$ cat src/rtl/acc_alu_datapath.sv
module acc_alu_datapath #(
  parameter int W = 4
) (
  input  logic         clk,
  input  logic         rst,
  input  logic [W-1:0] bus_in,
  input  logic         a_gate,
  input  logic         inv_b,
  input  logic         logic_sel,
  input  logic         load,
  input  logic         acc_drive,
  output logic [W-1:0] acc_q,
  output logic [W-1:0] bus_out,
  output logic         bus_oe
);

  localparam logic [W-1:0] ZERO = '0;

  logic [W-1:0] a_eff, b_eff, sum, logic_res, result;

  assign a_eff = a_gate ? acc_q : ZERO;
  assign b_eff = inv_b ? ~bus_in : bus_in;
  assign sum   = a_eff + b_eff + {{(W-1){1'b0}}, inv_b};

  // OR when the A-gate is set; otherwise XOR with the accumulator, or plain NOT when inverting
  assign logic_res = a_gate ? (acc_q | b_eff) : (inv_b ? b_eff : (acc_q ^ bus_in));
  assign result    = logic_sel ? logic_res : sum;

  always_ff @(posedge clk) begin
    if (rst)       acc_q <= ZERO;
    else if (load) acc_q <= result;
  end

  assign bus_oe  = acc_drive;
  assign bus_out = acc_drive ? acc_q : ZERO;

  assert_reset_clear_R1: assert property (@(posedge clk)
    rst |=> acc_q == ZERO);

  assert_hold_R2: assert property (@(posedge clk) disable iff (rst)
    !load |=> $stable(acc_q));

  assert_pass_R3: assert property (@(posedge clk) disable iff (rst)
    (load && !logic_sel && !a_gate && !inv_b) |=> acc_q == $past(bus_in));

  assert_add_R4: assert property (@(posedge clk) disable iff (rst)
    (load && !logic_sel && a_gate && !inv_b) |=> (acc_q - $past(acc_q)) == $past(bus_in));

  assert_sub_R5: assert property (@(posedge clk) disable iff (rst)
    (load && !logic_sel && a_gate && inv_b) |=> ($past(acc_q) - acc_q) == $past(bus_in));

  assert_neg_R6: assert property (@(posedge clk) disable iff (rst)
    (load && !logic_sel && !a_gate && inv_b) |=> (acc_q + $past(bus_in)) == ZERO);

  assert_not_R9: assert property (@(posedge clk) disable iff (rst)
    (load && logic_sel && !a_gate && inv_b) |=> (acc_q ^ $past(bus_in)) == ~ZERO);

  assert_drive_R11: assert property (@(posedge clk) disable iff (rst)
    !acc_drive |-> (bus_out == ZERO && !bus_oe));

endmodule

$ cat config.mk
export PLATFORM = sky130hd
export DESIGN_NAME = acc_alu_datapath
export DESIGN_NICKNAME = d
export VERILOG_FILES = /design/src/rtl/acc_alu_datapath.sv
export SDC_FILE = /design/constraint.sdc
export NUM_CORES = 1
export LEC_CHECK = 0
export BUFFER_PORTS_ARGS = -buffer_cell sky130_fd_sc_hd__buf_2
export CAP_MARGIN = 20
export CORE_AREA = 2 2 39 41
export CTS_BUF_LIST = sky130_fd_sc_hd__clkbuf_4 sky130_fd_sc_hd__clkbuf_8
export DETAILED_ROUTE_END_ITERATION = 10
export DIE_AREA = 0 0 41 43
export PLACE_DENSITY = 0.68
export SYNTH_ARGS = -nofsm -noshare
export SYNTH_HDL_FRONTEND = slang
export SYNTH_SLANG_ARGS = --single-unit
export TNS_END_PERCENT = 20
$ cat constraint.sdc
create_clock -name clk -period 1.9 [get_ports clk]
set_input_delay 0.19 -clock clk [delete_from_list [all_inputs] [get_ports clk]]
set_output_delay 0.19 -clock clk [all_outputs]
set_load 0.005 [all_outputs]
Word level (Yosys, flattened, before mapping)
Cells that the tools add are included.

Word-level logic and storage cells: 12. Output and inout bits: 9. Latch bits: 0. RAM bits: 0. Bits in registers: 4. Memories kept: 0. Bits in read-only memories: 0. Input bits: 11.

Reduce and logical (&&, ||, !) cells: 0. Magnitude comparators: 0. Div/mod/pow operators: 0. Multiply operators: 0. Bitwise logic cells: 3. Muxes and demuxes: 6. Add/sub/neg operators: 2. Shifts and indexed selects: 0. Eq/ne operators: 0.

Operator list (count): $mux 4 (6); $add 4x1->4 (1); $add 4x4->4 (1); $not 4->4 (1); $or 4x4->4 (1); $xor 4x4->4 (1).

Depth between registers and ports, before layout
Gate-level depths: netlist (run 1).

Depth after elaboration: 5. Mapped depth: 7. Mapped depth without buffers: 7.

Least setup slack after synthesis (run 1)
No wires, ideal clock.

Kind: register -> register. From: register acc_q[1]. To: register acc_q[2]. Setup time: 64 ps. Stages on the path, launching flop included: 7. Buffers on the path: 0. Arrival: 1434 ps. Period minus slack after synthesis: 1498 ps. Setup slack: 402 ps. Data required time: 1836 ps. Cell sequence: dfxtp_1 > and2_1 > fa_1 > xor2_1 > nor2_1 > o32a_1 > nor2_1.

Word-level cells in the longest chain between the ends: 4.

Ends and longest elaborated chain: start: declaration (line 12) `output logic [W-1:0] acc_q,`; start signal: assignment (line 31) `else if (load) acc_q <= result;`; $mux 4 (line 21) `assign a_eff = a_gate ? acc_q : ZERO;`; $add 4x4->4 (line 23) `assign sum = a_eff + b_eff + {{(W-1){1'b0}}, inv_b};`; $add 4x1->4 (line 23); $mux 4 (line 27) `assign result = logic_sel ? logic_res : sum;`.

No other way between the ends. A chain may end at the register's enable or synchronous reset.

Final worst setup path (run 1)
From: register acc_q[0]. To: register acc_q[2].

Same word-level chain as after synthesis.

==> results of run 1 <==
-- power by group through the flow --
stage | combinational [W] | sequential [W] | clock [W]
floorplan | 0.0000770 | 0.000102 | 0
global placement | 0.000114 | 0.000103 | 0
detailed placement | 0.000116 | 0.000103 | 0
CTS | 0.000116 | 0.000102 | 0.000115
global route | 0.000133 | 0.000104 | 0.000116
finish | 0.000115 | 0.000102 | 0.000106
-- per-stage QoR --
step                cells  util (%)  hold slack, ps  instance area (um2)  power, W
floorplan              56         -             262                  432  0.000179
global placement       88      37.9             414                  524  0.000217
detailed placement     88      37.9             424                  524  0.000219
CTS                    91      39.5             167                  547  0.000333
global route           91      39.5             184                  547  0.000353
finish                 91      39.5             185                  547  0.000324
-- kinds of logic after synthesis --
family	after synthesis	share of synthesized area (%)
simple gates	19	23.8
compound gates	15	23.5
buf+inv	8	9.57
xor+xnor	7	14.2
flops	4	18.6
fa+ha+maj	3	10.4
-- cell type report --
cell class / instances / area [um2]
clock buffers: 3 / 22.5
fillers: 144 / 837
inverters: 5 / 18.8
multi-input cells: 44 / 310
flip-flops and latches: 4 / 80.1
well taps: 16 / 20.0
repair buffers: 19 / 95.1
-- path summary, 6_finish.rpt --
kind | from | to | slack, ps | depth (start not counted)
max | acc_q[0] | acc_q[2] | 320 | 7
min | rst | acc_q[2] | 190 | 2
max reg2reg | acc_q[0] | acc_q[2] | 320 | 7
min reg2reg | acc_q[1] | acc_q[1] | 520 | 2
-- placed cells by master, fill, tap and decap left out, drive strengths merged --
cell    Yosys  layout
nor2        4       4
fa          1       1
nand2       4       4
o21a        1       1
and2        6       6
a211o       1       1
a211oi      1       1
xor2        4       4
buf         2      19
nand3       1       1
o32a        1       1
a21oi       3       3
o32ai       1       1
xnor2       3       3
inv         5       5
o21ai       4       4
clkbuf      1       3
a221oi      1       1
dfxtp       4       4
nand2b      2       2
a32oi       1       1
a31oi       1       1
ha          2       2
nand4b      2       2
-- routing by layer --
layer / GRT usage (%) / vias up / share of wire [%]
li1: - / 232 / -
met1: 15.6 / 198 / 43
met2: 20.9 / 14 / 47
met3: 0 / 4 / 5.4
met4: 14.0 / 0 / 4.0
met5: 0 / - / 0
-- worst max-delay path, cell delays in order, from the launching register on --
cell and delay, ps:
dfxtp_1 330, nand3_1 130, nand2_1 90, fa_1 390
xor2_1 170, nor2_1 50, o32a_1 270, nor2_1 90
==> metrics.txt, run 1 <==
run status=complete, no violations; Net Sw Power=between 0.0001 and 0.00015 W; clk buf depth=2; Clock transition at path regs=roughly 40 ps; placed wire-length estimate=827 um; clk root buf=clkbuf_4; total track usage=a little over an eighth; initial cell density of the core=31.2%; Comb pwr share=around 36%; WP data required=2070 ps; Top reg by flops=acc_q; Max Slew Vio Count=0; Syn-to-layout area delta=26.7%; CTS Sinks=4; layout cell share with drive strength beyond 1=29.3%; H-tree Lvls=1; Routed WL=around 1000 um; CTS tree=built; endpoint class of the critical path=register; most common library cells after synthesis=6 x and2_1, 5 x inv_1; Max Cap Violations=0; CTS Buf Count=3; Final Hold Viols=0; Die Area=roughly 0.0018 mm2; post-DR wirelength/cell=approximately 11 um; FMAX=632 MHz; Netlist cell types=26; ANT nets after route=0; total gr overflow=0; top flop regs=acc_q (4); peak supply drop=~0.00019 V; RSZ-0062 raised after global routing=false; total core area=between 0.001 and 0.0015 mm2; slew margin rel.=a little under 80%; static leakage=0.265 nW; gpl congestion=approximately 0.84; Least-Margin Pin Slew=307 ps; count leader, synth=and2_1; max reg flops=4; critical-path maximum fanout=5; NumNets Final=just over 90; Async SR Flop Fraction=0%; Clock Power Share=32.9%; ys flop type=dfxtp_1; worst setup margin=318 ps; Worst-Skew Late Latency=about 240 ps; CP Class=reg -> reg; largest net degree at the start of global routing=10; initial antenna violation count=0; Via density=4.92; Iteration-0 DRC Markers=5; vias in the first global route=between 400 and 500; # diodes=0; Startpoint Class=register; setup_tns=0 ps; Synth top area share=around 19%; Sw Ratio=between 30% and 40%; register area share after synthesis=between 15 and 20%; Vias=~450; post-synth top area cell=dfxtp_1; Setup-failing EPs final=0; flops & latches, synth=4; Die Height=approximately 43 um; internal power=0.000221 W; Placement Setup Slack=~230 ps; Post-Synthesis Net Count=70; Power per Cell Area=592 mW/mm2; Die X=41 um; Top-Level Pins=20; IO Port Bufs=19; synth warn=0; Avg Inst Size Synth=~7.7 um2; Row Count=14; Crit path arrival time=1760 ps; drt drc=0; Flop pwr share=between 30% and 40%; number of detailed-route iterations in the first pass=3; CTS resizes=0; Netlist Area Pre-Place=around 430 um2; final clock skew=2.27 ps; final critical-path required period=~1600 ps; Post-synth EDFFs=0; CTS Hold Bufs=0; Final Cycle Share=between 80% and 90%; top cells by area, synth=dfxtp_1 19%, and2_1 8.7%, xor2_1 8.1%; Syn Inst Count=56; first-pass GRT wire length=~1.6 mm; post-CTS setup buffers=0; Tightest Hold Check Type=in -> reg
Note: power is estimated with default switching activity, not from simulation.
==> run 2, diff against run 1 <==
--- a/config.mk
+++ b/config.mk
@@ -11,7 +11,7 @@
 export CTS_BUF_LIST = sky130_fd_sc_hd__clkbuf_4 sky130_fd_sc_hd__clkbuf_8
 export DETAILED_ROUTE_END_ITERATION = 10
 export DIE_AREA = 0 0 41 43
-export PLACE_DENSITY = 0.68
+export PLACE_DENSITY = 0.7
 export SYNTH_ARGS = -nofsm -noshare
 export SYNTH_HDL_FRONTEND = slang
 export SYNTH_SLANG_ARGS = --single-unit
==> constraint.sdc (replaced) <==
create_clock -name clk -period 1.4 [get_ports clk]
set_input_delay 0.14 -clock clk [delete_from_list [all_inputs] [get_ports clk]]
set_output_delay 0.14 -clock clk [all_outputs]
set_load 0.005 [all_outputs]
==> metrics.txt, run 2 (same netlist as run 1, synthesis figures left out) <==
initial cell density of the core=between 30% and 40%; Row Count=14; run status=complete, but fails checks; # diodes=0; peak supply drop=roughly 0.00027 V; NumNets Final=between 90 and 100; largest net degree at the start of global routing=10; critical path's top delay family=adder cells; total gr overflow=0; worst hold margin=between 100 and 150 ps; total core area=around 0.0014 mm2; ANT nets after route=0; Worst-Skew Late Latency=around 240 ps; clk buf depth=2; CTS Hold Bufs=0; CTS Sinks=4; max reg flops=4; first-pass GRT wire length=between 1.5 and 2 mm; WP data required=around 1500 ps; CTS tree=built; Vias=just under 500; gpl congestion=0.825; Setup-failing EPs final=2; post-DR wirelength/cell=between 10 and 15 um; FMAX=690 MHz; final clock skew=between 0.2 and 0.25 ps; violated checks=setup timing; Tightest Hold Check Type=in -> reg; Top-Level Pins=20; Clock transition at path regs=40 ps; Crit path buffers/inverters=0; setup_tns=-93.9 ps; placed cells=93; Syn-to-layout area delta=49.3%; IO Port Bufs=19; Crit path arrival time=approximately 1600 ps; register area=between 80 and 90 um2; Via density=roughly 5.0; crit path max-delay cell type=fa_2; number of detailed-route iterations in the first pass=6; vias in the first global route=between 300 and 400; Startpoint Class=register; drt drc=0; Least-Margin Pin Slew=313 ps; Die X=around 40 um; endpoint class of the critical path=register; static leakage=~0.3 nW; fin cells=between 90 and 100; CP Class=reg -> reg; slew margin rel.=roughly four fifths; commonest non-fill, non-tap cells in the layout=19 x buf_2, 6 x buf_4, 5 x inv_1; final critical-path required period=between 1000 and 1500 ps; initial antenna violation count=0; Iteration-0 DRC Markers=16; Max Slew Vio Count=0; Die Height=~43 um; commonest non-fill, non-tap cell in the layout=buf_2; Max Cap Violations=0; H-tree Lvls=1; Final Hold Viols=0; CP peak stage delay=570 ps; Final Cycle Share=104%; critical-path maximum fanout=2; CTS Buf Count=3; CP Cell Sequence=nand3_2 -> nand2_2 -> fa_2 -> o32ai_2 -> a221oi_2; total track usage=13.9%; RSZ-0062 raised after global routing=true; Die Area=~0.0018 mm2; Routed WL=approximately 1.2 mm; placed wire-length estimate=between 800 and 900 um; layout cell share with drive strength beyond 1=49.4%; multi-input combinational cell area=359 um2; Top reg by flops=acc_q; clk root buf=clkbuf_4; fillers=~140; Power per Cell Area=~770 mW/mm2; top flop regs=acc_q (4); worst setup margin=-49.5 ps
==> run 2: cell types whose count changed in the layout (fill, tap and decap cells not counted), moves of 2 or more <==
cell / change
and2_4: +2
dfxtp_2: +3
dfxtp_1: -3
and2_1: -2
buf_4: +6
==> run 2: layer usage <==
layer  GRT usage (%)  routed length (um)
met5               0                   0
met4            4.00                   0
met3            4.71                  83
met2            21.9                 594
met1            17.2                 540
==> run 2: area by class of cell <==
| class | count | share of cell area [%] |
|---|---|---|
| well taps | 16 | 3.11 |
| repair buffers | 25 | 21.7 |
| inverters | 5 | 2.91 |
| multi-input cells | 44 | 55.7 |
| clock buffers | 3 | 3.50 |
| flip-flops and latches | 4 | 13.0 |
==> run 2: per-stage QoR <==
step / worst slack (ps) / utilization [%] / total power (W) / instance area [um2]
after floorplan: -3.91 / - / 0.000247 / 442
after global placement: -145 / 41.3 / 0.000311 / 572
after detailed placement: -176 / 41.3 / 0.000315 / 572
after CTS: -85.2 / 44.8 / 0.000489 / 621
after global routing: -81.8 / 46.6 / 0.000529 / 644
final: -49.5 / 46.6 / 0.000496 / 644
==> run 2: power breakdown <==
group          total, W  switching (W)  internal [W]
Combinational  0.000202      0.0000993      0.000103
Clock          0.000155      0.0000582     0.0000967
Sequential     0.000139      0.0000107      0.000128
==> run 2: what timing repair did <==
item | in CTS | in global routing
pin swaps | 4 | 5
resized for setup | 5 | 5
endpoints found under the setup margin | 3 | 3
buffers inserted | 1 | 0
cloned | 0 | 0
==> run 2: worst register-to-register path, stage by stage (launching register included) <==
cell and delay, ps:
dfxtp_2 320, nand3_2 70, nand2_2 60, fa_2 570
o32ai_2 70, a221oi_2 260
==> run 2: worst paths after layout <==
| path | slack, ps | cells after the start | startpoint | to |
|---|---|---|---|---|
| setup reg to reg | -50 | 5 | acc_q[0] | acc_q[1] |
| setup / recovery | -50 | 5 | acc_q[0] | acc_q[1] |
| hold reg to reg | 590 | 3 | acc_q[2] | acc_q[2] |
| hold / removal | 130 | 2 | rst | acc_q[2] |
==> run 3, diff against run 2 <==
--- a/config.mk
+++ b/config.mk
@@ -9,9 +9,10 @@
 export CAP_MARGIN = 20
 export CORE_AREA = 2 2 39 41
 export CTS_BUF_LIST = sky130_fd_sc_hd__clkbuf_4 sky130_fd_sc_hd__clkbuf_8
+export CTS_CLUSTER_SIZE = 20
 export DETAILED_ROUTE_END_ITERATION = 10
 export DIE_AREA = 0 0 41 43
-export PLACE_DENSITY = 0.7
+export REMOVE_ABC_BUFFERS = 1
 export SYNTH_ARGS = -nofsm -noshare
 export SYNTH_HDL_FRONTEND = slang
 export SYNTH_SLANG_ARGS = --single-unit
==> metrics.txt, run 3 (same netlist as run 1, synthesis figures left out) <==
run status=complete, but fails checks; violated checks=setup timing; Worst-Skew Late Latency=between 200 and 250 ps; Die Area=~0.0018 mm2; R2R cell count=4; Max Slew Vio Count=0; commonest non-fill, non-tap cell in the layout=buf_2; critical-path maximum fanout=2; CP Class=reg -> reg; CTS Hold Bufs=0; hold_sp=rst; Vias=between 500 and 600; multi-input combinational cell area=~350 um2; slew margin rel.=around 70%; Routed met3 length=~74 um; FMAX=about 680 MHz; total core area=~0.0014 mm2; top flop regs=acc_q (4); Sw Ratio=approximately a third; reg-to-reg critical path startpoint=acc_q[1]; Row Count=14; uppermost routed layer=met4; Final Cycle Share=104%; post-DR wirelength/cell=between 10 and 15 um; endpoint class of the critical path=register; total track usage=approximately 17%; CTS Buf Count=3; drt drc=0; clk buf depth=2; CP Cell Sequence=and2_4 -> fa_2 -> o32ai_2 -> a221oi_2; Flop pwr share=a little over a quarter; Final Hold Viols=0; setup_tns=-134 ps; first-pass GRT wire length=2.00 mm; initial cell density of the core=a little under a third; final critical-path required period=roughly 1500 ps; total gr overflow=0; peak supply drop=approximately 0.00040 V; NumNets Final=between 100 and 150; max reg flops=4; fillers=around 140; Clock Power Share=between 30% and 40%; WHS Path Cells=2; Via density=slightly above 5; Startpoint Class=register; Die Height=around 43 um; Layout Utilization=a little under half; Max Cap Violations=0; Crit path arrival time=~1600 ps; gpl congestion=~0.83; vias in the first global route=490; Comb pwr share=42.4%; Die X=approximately 41 um; fin cells=around 100; WL met1=approximately 540 um; # diodes=0; H-tree Lvls=1; WP data required=1540 ps; placed wire-length estimate=about 960 um; Top reg by flops=acc_q; static leakage=between 0.3 and 0.4 nW; initial antenna violation count=0; final clock skew=slightly above 5 ps; Clock transition at path regs=about 40 ps; CTS Sinks=4; Met2 Routed Length=approximately 650 um; Net Sw Power=0.000167 W; crit path from=acc_q[1]; Iteration-0 DRC Markers=5; largest net degree at the start of global routing=10; internal power=between 0.0003 and 0.0004 W; critical path's top delay family=adder cells; clk root buf=clkbuf_4; IO Port Bufs=19; ANT nets after route=0; layout cell share with drive strength beyond 1=between 40% and 50%; Hold Path End=acc_q[0]; RSZ-0062 raised after global routing=true; register area=slightly above 80 um2; Top-Level Pins=20; Tot Pwr=between 0.0004 and 0.0005 W; Syn-to-layout area delta=53.6%; crit path max-delay cell type=fa_2; Routed WL=between 1 and 1.5 mm; reg-to-reg endpoint=acc_q[1]; Setup-failing EPs final=3; CP peak stage delay=approximately 570 ps; number of detailed-route iterations in the first pass=4; Worst R2R Setup Slack=-60 ps; commonest non-fill, non-tap cells in the layout=19 x buf_2, 10 x buf_4, 5 x and2_1, 5 x inv_1; Power per Cell Area=roughly 750 mW/mm2; placed cells=97; Least-Margin Pin Slew=~450 ps; CTS tree=built; Crit path buffers/inverters=0; worst setup margin=-61.9 ps; Tightest Hold Check Type=in -> reg
run 3: cell count changes in the layout (fill, tap and decap cells not counted), sizes merged:
cell / previous run / this run
buf: 25 / 29
run 3: stage by stage:
stage | worst slack [ps] | hold slack, ps | cell area, um2
floorplan | -97.6 | 212 | 409
CTS | -58.7 | 134 | 628
finish | -61.9 | 138 | 663
detailed placement | -166 | 391 | 592
global route | -121 | 140 | 663
global placement | -131 | 387 | 592
run 3: how the worst max path moves through the flow:
stage / cells after the start / to / slack (ps)
floorplan: 6 / acc_q[2] / -100
global placement: 7 / acc_q[2] / -130
detailed placement: 7 / acc_q[2] / -170
CTS: 5 / acc_q[1] / -60
global route: 7 / acc_q[3] / -120
finish: 4 / acc_q[1] / -60
run 3: layer usage:
metal | vias to the layer above | GRT usage, %
met5 | - | 0
met4 | 0 | 8.00
met3 | 4 | 3.14
met2 | 19 | 27.8
met1 | 238 | 19.8
li1 | 252 | -
run 3: power by group through the flow:
stage	clock (W)	sequential, W	combinational [W]
6_report	0.000152	0.000136	0.000212
2_1_floorplan	0	0.000139	0.0000943
3_5_place_dp	0	0.000136	0.000188
3_3_place_gp	0	0.000135	0.000187
4_1_cts	0.000151	0.000135	0.000194
5_1_grt	0.000160	0.000137	0.000238
run 3: final cells by class:
class                      instances  share of cell area [%]
clock buffer                       3                    3.40
inverter                           5                    2.83
multi-input combinational         44                    52.6
sequential                         4                    12.5
tap                               16                    3.02
timing repair buffer              29                    25.7
run 3: repair_timing:
item	4_1_cts	5_1_grt
pin swaps	4	7
endpoints found under the setup margin	3	3
resized for setup	6	4
buffers inserted	0	1
